File: src/rtl/sw_pkg.sv
package sw_pkg;

  typedef enum logic [2:0] {
    ST_ASLEEP    = 3'd0,
    ST_WAKING    = 3'd1,
    ST_SERVING   = 3'd2,
    ST_RETURNING = 3'd3,
    ST_AWAKE     = 3'd4
  } sw_state_t;

  // bus may reach the debug registers in this state
  function automatic logic path_open(input sw_state_t st);
    return (st == ST_AWAKE) || (st == ST_SERVING);
  endfunction

  // controller holds the core out of standby
  function automatic logic holds_wake(input sw_state_t st);
    return (st == ST_WAKING) || (st == ST_SERVING);
  endfunction

  // something other than the bus wants the core kept running
  function automatic logic keep_running(input logic halt, input logic evt);
    return halt | evt;
  endfunction

  // return-to-standby strobe, withheld when a keep-running cause shows up
  function automatic logic sleep_fire(input sw_state_t st, input logic halt, input logic evt);
    return (st == ST_RETURNING) && !keep_running(halt, evt);
  endfunction

  // the standby-entry instruction retires on a halting exit
  function automatic logic retire_fire(input sw_state_t st, input logic halt, input logic pend);
    return halt && pend && (st != ST_AWAKE);
  endfunction

endpackage

File: src/rtl/sw_fsm.sv
module sw_fsm
  import sw_pkg::*;
#(
  parameter int AWAKE_SEEN = 1
) (
  input  logic      clk,
  input  logic      rst_n,
  input  logic      bus_sel,
  input  logic      halt_req,
  input  logic      wake_evt,
  input  logic      core_awake,
  input  logic      stby_enter,
  output sw_state_t cur_st
);
  localparam int CW = (AWAKE_SEEN < 2) ? 1 : $clog2(AWAKE_SEEN);
  localparam logic [CW-1:0] SEEN_LAST = CW'(AWAKE_SEEN - 1);

  sw_state_t st_q, st_d;
  logic      stay_q, stay_d;
  logic [CW-1:0] seen_q, seen_d;
  logic      hold_cause;

  assign hold_cause = keep_running(halt_req, wake_evt);

  always_comb begin
    st_d   = st_q;
    stay_d = stay_q;
    seen_d = seen_q;
    unique case (st_q)
      ST_AWAKE: begin
        stay_d = 1'b0;
        if (stby_enter) st_d = ST_ASLEEP;
      end
      ST_ASLEEP: begin
        seen_d = '0;
        if (hold_cause) begin
          st_d   = ST_WAKING;
          stay_d = 1'b1;
        end else if (bus_sel) begin
          st_d   = ST_WAKING;
          stay_d = 1'b0;
        end
      end
      ST_WAKING: begin
        if (hold_cause) stay_d = 1'b1;
        if (!core_awake) begin
          seen_d = '0;
        end else if (seen_q == SEEN_LAST) begin
          seen_d = '0;
          st_d   = (stay_q || hold_cause) ? ST_AWAKE : ST_SERVING;
        end else begin
          seen_d = seen_q + 1'b1;
        end
      end
      ST_SERVING: begin
        if (hold_cause) stay_d = 1'b1;
        if (!bus_sel) st_d = (stay_q || hold_cause) ? ST_AWAKE : ST_RETURNING;
      end
      ST_RETURNING: begin
        st_d = hold_cause ? ST_AWAKE : ST_ASLEEP;
      end
      default: st_d = ST_AWAKE;
    endcase
  end

  always_ff @(posedge clk or negedge rst_n) begin
    if (!rst_n) begin
      st_q   <= ST_AWAKE;
      stay_q <= 1'b0;
      seen_q <= '0;
    end else begin
      st_q   <= st_d;
      stay_q <= stay_d;
      seen_q <= seen_d;
    end
  end

  assign cur_st = st_q;
endmodule

File: src/rtl/sw_retire.sv
module sw_retire
  import sw_pkg::*;
(
  input  logic      clk,
  input  logic      rst_n,
  input  sw_state_t cur_st,
  input  logic      stby_enter,
  input  logic      stby_by_wfx,
  input  logic      halt_req,
  output logic      insn_retired
);
  logic pend_q;

  assign insn_retired = retire_fire(cur_st, halt_req, pend_q);

  always_ff @(posedge clk or negedge rst_n) begin
    if (!rst_n) begin
      pend_q <= 1'b0;
    end else if (cur_st == ST_AWAKE) begin
      pend_q <= stby_enter & stby_by_wfx;
    end else if (insn_retired) begin
      pend_q <= 1'b0;
    end
  end
endmodule

File: src/rtl/sw_bus_gate.sv
module sw_bus_gate
  import sw_pkg::*;
(
  input  sw_state_t cur_st,
  input  logic      s_psel,
  input  logic      s_penable,
  input  logic      m_pready,
  output logic      m_psel,
  output logic      m_penable,
  output logic      s_pready,
  output logic      open_path
);
  assign open_path = path_open(cur_st);
  assign m_psel    = s_psel    & open_path;
  assign m_penable = s_penable & open_path;
  assign s_pready  = m_pready  & open_path;
endmodule

File: src/rtl/dbg_standby_waker.sv
module dbg_standby_waker
  import sw_pkg::*;
#(
  parameter int AWAKE_SEEN = 1
) (
  input  logic clk,
  input  logic rst_n,
  input  logic s_psel,
  input  logic s_penable,
  output logic s_pready,
  output logic m_psel,
  output logic m_penable,
  input  logic m_pready,
  input  logic core_awake,
  input  logic stby_enter,
  input  logic stby_by_wfx,
  input  logic halt_req,
  input  logic wake_evt,
  output logic wake_req,
  output logic sleep_req,
  output logic insn_retired
);
  sw_state_t cur_st;
  logic      open_path;

  sw_fsm #(.AWAKE_SEEN(AWAKE_SEEN)) u_fsm (
    .clk        (clk),
    .rst_n      (rst_n),
    .bus_sel    (s_psel),
    .halt_req   (halt_req),
    .wake_evt   (wake_evt),
    .core_awake (core_awake),
    .stby_enter (stby_enter),
    .cur_st     (cur_st)
  );

  sw_retire u_retire (
    .clk          (clk),
    .rst_n        (rst_n),
    .cur_st       (cur_st),
    .stby_enter   (stby_enter),
    .stby_by_wfx  (stby_by_wfx),
    .halt_req     (halt_req),
    .insn_retired (insn_retired)
  );

  sw_bus_gate u_gate (
    .cur_st    (cur_st),
    .s_psel    (s_psel),
    .s_penable (s_penable),
    .m_pready  (m_pready),
    .m_psel    (m_psel),
    .m_penable (m_penable),
    .s_pready  (s_pready),
    .open_path (open_path)
  );

  assign wake_req  = holds_wake(cur_st);
  assign sleep_req = sleep_fire(cur_st, halt_req, wake_evt);
endmodule

File: config.mk
export PLATFORM = sky130hd
export DESIGN_NAME = dbg_standby_waker
export DESIGN_NICKNAME = d
export VERILOG_FILES = /design/src/rtl/sw_pkg.sv /design/src/rtl/sw_fsm.sv /design/src/rtl/sw_retire.sv /design/src/rtl/sw_bus_gate.sv /design/src/rtl/dbg_standby_waker.sv
export SDC_FILE = /design/constraint.sdc
export NUM_CORES = 1
export LEC_CHECK = 0
export BUFFER_PORTS_ARGS = -buffer_cell sky130_fd_sc_hd__buf_2
export CORE_AREA = 2 2 39 41
export CTS_CLUSTER_SIZE = 40
export DETAILED_ROUTE_END_ITERATION = 7
export DIE_AREA = 0 0 41 43
export PLACE_DENSITY = 0.52
export SLEW_MARGIN = 20
export SYNTH_ARGS = -nofsm -noshare
export SYNTH_HDL_FRONTEND = slang
export SYNTH_SLANG_ARGS = --single-unit
export TNS_END_PERCENT = 5
File: constraint.sdc
create_clock -name clk -period 2.6 [get_ports clk]
set_clock_uncertainty 0.15 [all_clocks]
set_input_delay 0.52 -clock clk [delete_from_list [all_inputs] [get_ports clk]]
set_output_delay 0.52 -clock clk [all_outputs]
set_load 0.05 [all_outputs]
==> impl_metrics.csv, run 1 <==
group,metric,value,unit
run_status,run_status,"complete, no violations",
clock_network,cts_buffers,3,
power,worst_ir_drop_vdd,0.393,mV
worst_setup_path,bufs_and_invs_on_worst_path,1,
floorplanning,rows,14,
power,total_switching_power,0.238,mW
routing,routed-wl-met3,41,µm
routing,sum_of_routed_wire_segments_on_met1,383,µm
floorplanning,initial_core_utilization,27.4,%
clock_network,post_cts_resize_count,0,
synth,synth.avg_cell_area,8.24,µm²
power,switching_share,46.8,%
global_route,gr-usage-all-layers,11.2,%
sta,setup_repair_after_global_routing_missed_its_margin,"false",
worst_setup_path,critPathSlowestCell,"sky130_fd_sc_hd__dfstp_2",
worst_setup_path,delay_of_the_slowest_critical_path_stage,0.62,ns
routing,dr_wl_met2,413,µm
cells_and_area,nNetsFinal,74,
global_route,antenna_violations_before_repair,0,
routing,dr.first_iter.drc_count,2,
worst_setup_path,critPathKind,"register to primary output",
worst_setup_path,reg2reg_depth,3,
worst_setup_path,timing.critical_path.cells,"xnor2_1 -> nor2_1 -> and2_1 -> buf_2",
clock_network,clockRootBuffer,"sky130_fd_sc_hd__clkbuf_4",
sta,period_share,82.0,%
global_route,grt_max_degree,13,
clock_network,clkTransAtPathRegs,0.04,ns
power,internal_power,0.270,mW
place,final_wtd_congestion,0.646,
global_route,global_route.overflow_total,0,
synth,yosysTopAreaCell,"sky130_fd_sc_hd__dfrtp_1",
floorplanning,die_w,41,µm
floorplanning,design.die.area,0.00176,mm²
power,clock_power_share,16.8,%
routing,avgRoutedWirePerCell,10.6,µm
floorplanning,top_level_ports,16,
routing,route.top_layer_used,"met3",
place,io_buffer_count,15,
sta,timing.final.crit_period,2.13,ns
worst_setup_path,crit_family,"flip-flops",
power,power_frac_seq,33.3,%
power,power,0.508,mW
hold_path,hold_path.class,"primary input to register",
floorplanning,dieHeight,43,µm
clock_network,largest_buffer_count_on_any_clock_path,2,
clock_network,postCtsHoldBufs,1,
synth,synth_warnings,0,
routing,route.final.wire_length,838,µm
worst_setup_path,cp-end-kind,"primary output",
sta,fmaxAchievable,469,MHz
clock_network,cts.sink_count,5,
synth,synth.distinct_cells,25,
routing,dr_total_vias,361,
cells_and_area,drive_gt1_share,33.3,%
sta,finalSetupViolCount,0,
worst_setup_path,arrival_time_at_the_worst_endpoint,1.46,ns
global_route,first_global_vias,337,
worst_setup_path,reg2reg_slack,1.16,ns
synth,yosys-top-cells-area,"sky130_fd_sc_hd__dfrtp_1 (26%), sky130_fd_sc_hd__dfstp_2 (6.9%), sky130_fd_sc_hd__a21oi_1 (6.6%)",
sta,tightest_slew,0.361,ns
hold_path,hold_path_depth,3,
synth,post_synth_instance_area,379,µm²
cells_and_area,antenna_cells_inserted,0,
worst_setup_path,critical_r2r_capture,"u_fsm.cur_st[2]$_DFFE_PN1P_",
hold_path,timing.hold.worst_endpoint,"u_retire.pend_q$_DFFE_PN0P_",
synth,synth.ff_latch_count,5,
routing,ant_nets,0,
sta,finalMaxSlewViolations,0,
synth,synthesis.instances,46,
flow_run,cap_viol_max_count,0,
cells_and_area,area_growth_syn_to_layout,29.0,%
worst_setup_path,timing.critical_path.fanout_max,11,
sta,maxSlewHeadroom,75.9,%
routing,drt_drc_violations_left,0,
synth,synth_top_cell_area_share,26.4,%
floorplanning,coreArea,0.00138,mm²
global_route,grt_pass1_wl,1320,µm
clock_network,clk_latency,0.23,ns
synth,synthesis.nets,56,
worst_setup_path,startpoint_type,"register",
sta,finalSetupTns,0,ns
power,comb_power_share,49.9,%
worst_setup_path,r2r-start,"u_fsm.cur_st[2]$_DFFE_PN1P_",
hold_path,min-delay-start,"stby_by_wfx",
routing,vias_per_cell,4.57,
synth,ys_seq_area_share,33.3,%
clock_network,cts_post_setup_buffers_inserted,0,
worst_setup_path,worst-endpoint-required,1.93,ns
sta,report.final.hold_viol_count,0,
routing,dr.pass1.iters,3,
clock_network,cts_tree,"built",
power,power.density,1040,mW/mm²
power,power_leakage,0.226,nW
clock_network,clock_tree.htree_level_count,1,
==> layer usage <==
metal / track usage, % / up-vias
met5: 0 / -
met4: 8.00 / 0
met3: 1.57 / 0
met2: 16.9 / 10
met1: 13.8 / 157
li1: - / 194
==> cell type report <==
type / count / area, µm²
Clock buffer: 4 / 26.3
Timing Repair Buffer: 16 / 85.1
Fill cell: 158 / 895
Sequential cell: 5 / 126
Multi-Input combinational cell: 38 / 231
Tap cell: 16 / 20.0
==> metrics by stage <==
stage | setup slack, ns | cells | hold WS [ns] | util, % | instance area (µm²)
2_1_floorplan | 0.0157 | 46 | 0.0744 | - | 379
3_3_place_gp | 0.565 | 74 | 0.184 | 32.7 | 453
4_1_cts | 0.444 | 79 | 0.390 | 35.4 | 489
6_report | 0.468 | 79 | 0.394 | 35.4 | 489
3_5_place_dp | 0.537 | 74 | 0.184 | 32.7 | 453
5_1_grt | 0.339 | 79 | 0.420 | 35.4 | 489
==> tightest hold or removal path: cells and delay by family <==
kind	cells	cell delay [ns]
simple gates	1	0.05
buf+inv	1	0.09
mux	1	0.06
==> cell usage after synthesis (all sizes together) <==
cell type  n
dfrtp      4
nor2b      2
a21oi      5
or2        1
xnor2      2
dfstp      1
or3b       2
nor2       3
or3        1
mux2i      1
buf        3
a211oi     1
o21ai      4
o31ai      1
nand2      3
nand3      1
nor3       2
a21boi     1
and3       1
a21bo      1
nand2b     2
nand4b     1
and2       3
==> flip-flops by register name (all words and copies together) (netlist names) <==
signal	flops
u_retire.pend_q	1
u_fsm.stay_q	1
u_fsm.cur_st	3
==> power groups by stage <==
stage / registers, mW / logic [mW] / clock network [mW]
after detailed placement: 0.170 / 0.255 / 0
final: 0.169 / 0.253 / 0.0854
after global placement: 0.172 / 0.254 / 0
after global routing: 0.176 / 0.282 / 0.0939
after floorplan: 0.127 / 0.258 / 0
after CTS: 0.169 / 0.257 / 0.0910
==> cells in the final DEF, fill, tap and decap left out, types with 2 or more instances in the layout <==
cell	n
sky130_fd_sc_hd__dfrtp_1	4
sky130_fd_sc_hd__nor2_1	3
sky130_fd_sc_hd__clkbuf_4	3
sky130_fd_sc_hd__a21oi_1	5
sky130_fd_sc_hd__or3b_1	2
sky130_fd_sc_hd__o21ai_0	3
sky130_fd_sc_hd__xnor2_1	2
sky130_fd_sc_hd__and2_1	3
sky130_fd_sc_hd__buf_2	15
sky130_fd_sc_hd__nand2b_1	2
sky130_fd_sc_hd__nor3_1	2
sky130_fd_sc_hd__nor2b_1	2
sky130_fd_sc_hd__nand2_1	3
==> how the worst max path moves through the flow <==
stage | to | cells after the start | startpoint | slack (ns)
6_report | m_penable | 4 | u_fsm.cur_st[2]$_DFFE_PN1P_ | 0.47
3_5_place_dp | sleep_req | 4 | wake_evt | 0.54
3_3_place_gp | sleep_req | 4 | wake_evt | 0.57
5_1_grt | m_psel | 4 | u_fsm.cur_st[2]$_DFFE_PN1P_ | 0.34
4_1_cts | m_penable | 4 | u_fsm.cur_st[2]$_DFFE_PN1P_ | 0.44
2_1_floorplan | sleep_req | 2 | wake_evt | 0.02
==> logic make-up after synthesis <==
| family | Yosys count | synth area share [%] |
|---|---|---|
| and+or+nand+nor | 22 | 33.3 |
| buffers and inverters | 3 | 5.61 |
| AOI/OAI and AO/OA | 13 | 20.5 |
| muxes | 1 | 2.64 |
| xor gates and xnor gates | 2 | 4.62 |
| DFF | 5 | 33.3 |
Note: power is estimated with default switching activity, not from simulation.
==> run 2: changes to the inputs <==
clock period = 2 ns   (was 2.6 ns; I/O delays follow)
==> run 2 against run 1 <==
  * Global-route usage grew 0.20 points
  * Register-to-register slack lost 0.60 ns
  * Clock-buffer cell count is the same
  * Largest power group unchanged
  * Sequential power grew 22%
  * Die area is the same
  * Final area grew 4.6%
  * Setup slack lost 0.36 ns
  * Hold slack lost 0.13 ns
==> impl_metrics.csv, run 2 (synthesized netlist as in run 1, its figures left out) <==
group,metric,value,unit
clock_network,cts_post_setup_buffers_inserted,0,
floorplanning,rows,14,
floorplanning,dieHeight,43,µm
power,power_frac_seq,29.7,%
cells_and_area,nNetsFinal,75,
sta,report.final.hold_viol_count,0,
place,final_wtd_congestion,0.677,
floorplanning,coreArea,0.00138,mm²
floorplanning,top_level_ports,16,
power,switching_share,45.4,%
cells_and_area,max_reg_flops,3,
sta,post-route-worst-setup-slack,0.111,ns
floorplanning,die_w,41,µm
sta,maxSlewHeadroom,79.4,%
routing,ant_nets,0,
routing,vias_per_cell,4.75,
floorplanning,initial_core_utilization,27.4,%
cells_and_area,layout_commonest_cell,"sky130_fd_sc_hd__buf_2",
clock_network,clk_latency,0.23,ns
worst_setup_path,arrival_time_at_the_worst_endpoint,1.34,ns
power,comb_power_share,54.1,%
power,worst_ir_drop_vdd,0.429,mV
power,power.density,1350,mW/mm²
routing,avgRoutedWirePerCell,9.83,µm
routing,dr_total_vias,380,
cells_and_area,antenna_cells_inserted,0,
clock_network,largest_buffer_count_on_any_clock_path,2,
clock_network,cts.sink_count,5,
global_route,first_global_vias,354,
place,placed_area,465,µm²
flow_run,cap_viol_max_count,0,
worst_setup_path,cp-end-kind,"primary output",
cells_and_area,layout.cells.most_common_list,"sky130_fd_sc_hd__buf_2 (12), sky130_fd_sc_hd__a21oi_1 (5), sky130_fd_sc_hd__buf_4 (4)",
sta,period_share,94.5,%
global_route,grt_pass1_wl,1360,µm
sta,finalMaxSlewViolations,0,
clock_network,clock_tree.htree_level_count,1,
routing,dr.pass1.iters,4,
cells_and_area,final_design_area_no_fill,512,µm²
global_route,antenna_violations_before_repair,0,
worst_setup_path,critPathKind,"register to primary output",
worst_setup_path,startpoint_type,"register",
routing,route.final.wire_length,786,µm
place,dpl_worst_slack,0.197,ns
power,internal_power,0.378,mW
sta,fin_worst_hold_slack,0.266,ns
routing,dr.first_iter.drc_count,9,
global_route,gr-usage-all-layers,11.4,%
place,io_buffer_count,15,
floorplanning,design.die.area,0.00176,mm²
sta,finalSetupViolCount,0,
hold_path,hold_path.class,"primary input to register",
sta,timing.final.crit_period,1.89,ns
global_route,global_route.overflow_total,0,
clock_network,cts_tree,"built",
worst_setup_path,timing.critical_path.fanout_max,12,
run_status,run_status,"complete, no violations",
sta,fmaxAchievable,529,MHz
global_route,grt_max_degree,13,
worst_setup_path,worst-endpoint-required,1.45,ns
cells_and_area,drive_gt1_share,39.1,%
clock_network,clockRootBuffer,"sky130_fd_sc_hd__clkbuf_4",
sta,setup_repair_after_global_routing_missed_its_margin,"false",
clock_network,cts_buffers,3,
sta,finalSetupTns,0,ns
power,total_switching_power,0.314,mW
place,hpwl,635,µm
power,power,0.692,mW
routing,drt_drc_violations_left,0,
power,power_leakage,0.230,nW
clock_network,clkTransAtPathRegs,0.04,ns
power,clock_power_share,16.2,%
cells_and_area,area_growth_syn_to_layout,35.0,%
sta,tightest_slew,0.306,ns
## run 2: cell types whose count changed in the layout (fill, tap and decap cells not counted)
| cell | before | now |
|---|---|---|
| sky130_fd_sc_hd__dfrtp_1 | 4 | 2 |
| sky130_fd_sc_hd__dfrtp_2 | 0 | 2 |
| sky130_fd_sc_hd__buf_4 | 0 | 4 |
| sky130_fd_sc_hd__nor3_2 | 0 | 1 |
| sky130_fd_sc_hd__buf_2 | 15 | 12 |
| sky130_fd_sc_hd__nor3_1 | 2 | 1 |
## run 2: worst max-delay path: stages, from the launching register on
cell and delay, ns:
sky130_fd_sc_hd__dfrtp_2 0.48, sky130_fd_sc_hd__nor2_1 0.16, sky130_fd_sc_hd__nand2_1 0.09, sky130_fd_sc_hd__and3_1 0.18
sky130_fd_sc_hd__buf_2 0.20
## run 2: path summary, 6_finish.rpt
kind | endpoint | from | depth (start not counted) | slack, ns
min in group asynchronous | u_retire.pend_q$_DFFE_PN0P_ | rst_n | 2 | 0.35
max in group asynchronous | u_fsm.cur_st[2]$_DFFE_PN1P_ | rst_n | 2 | 1.14
min | u_retire.pend_q$_DFFE_PN0P_ | stby_by_wfx | 3 | 0.27
max reg2reg | u_fsm.cur_st[0]$_DFFE_PN0P_ | u_fsm.cur_st[2]$_DFFE_PN1P_ | 4 | 0.56
max | insn_retired | u_fsm.cur_st[1]$_DFFE_PN0P_ | 4 | 0.11
min reg2reg | u_retire.pend_q$_DFFE_PN0P_ | u_retire.pend_q$_DFFE_PN0P_ | 2 | 0.39
## run 2: layout make-up
cell class                      instances  area, µm²
Clock buffer                            4       26.3
Tap cell                               16       20.0
Sequential cell                         5        129
Timing Repair Buffer                   17        100
Fill cell                             156        872
Multi-Input combinational cell         38        236
## run 2: what timing repair did
action	4_1_cts	5_1_grt
gates resized for setup	3	2
hold buffers	1	0
hold endpoints to repair	5	0
setup endpoints to repair	3	5
## run 2: metrics by stage
step           instances  util (%)
4_1_cts               80      36.8
6_report              80      37.0
5_1_grt               80      37.0
3_3_place_gp          75      33.6
2_1_floorplan         46         -
3_5_place_dp          75      33.6
## run 2: metal layers
layer	global-route usage (%)	part of all wire (%)	up-vias
li1	-	-	202
met1	13.8	43	166
met2	17.5	49	12
met3	1.57	8.0	0
met4	8.00	0	0
met5	0	0	-
## run 2: power groups by stage
stage	Sequential (mW)	Combinational (mW)	Clock, mW
detailed placement	0.206	0.365	0
global placement	0.209	0.362	0
CTS	0.204	0.380	0.119
finish	0.206	0.374	0.112
floorplan	0.165	0.338	0
global route	0.216	0.414	0.122
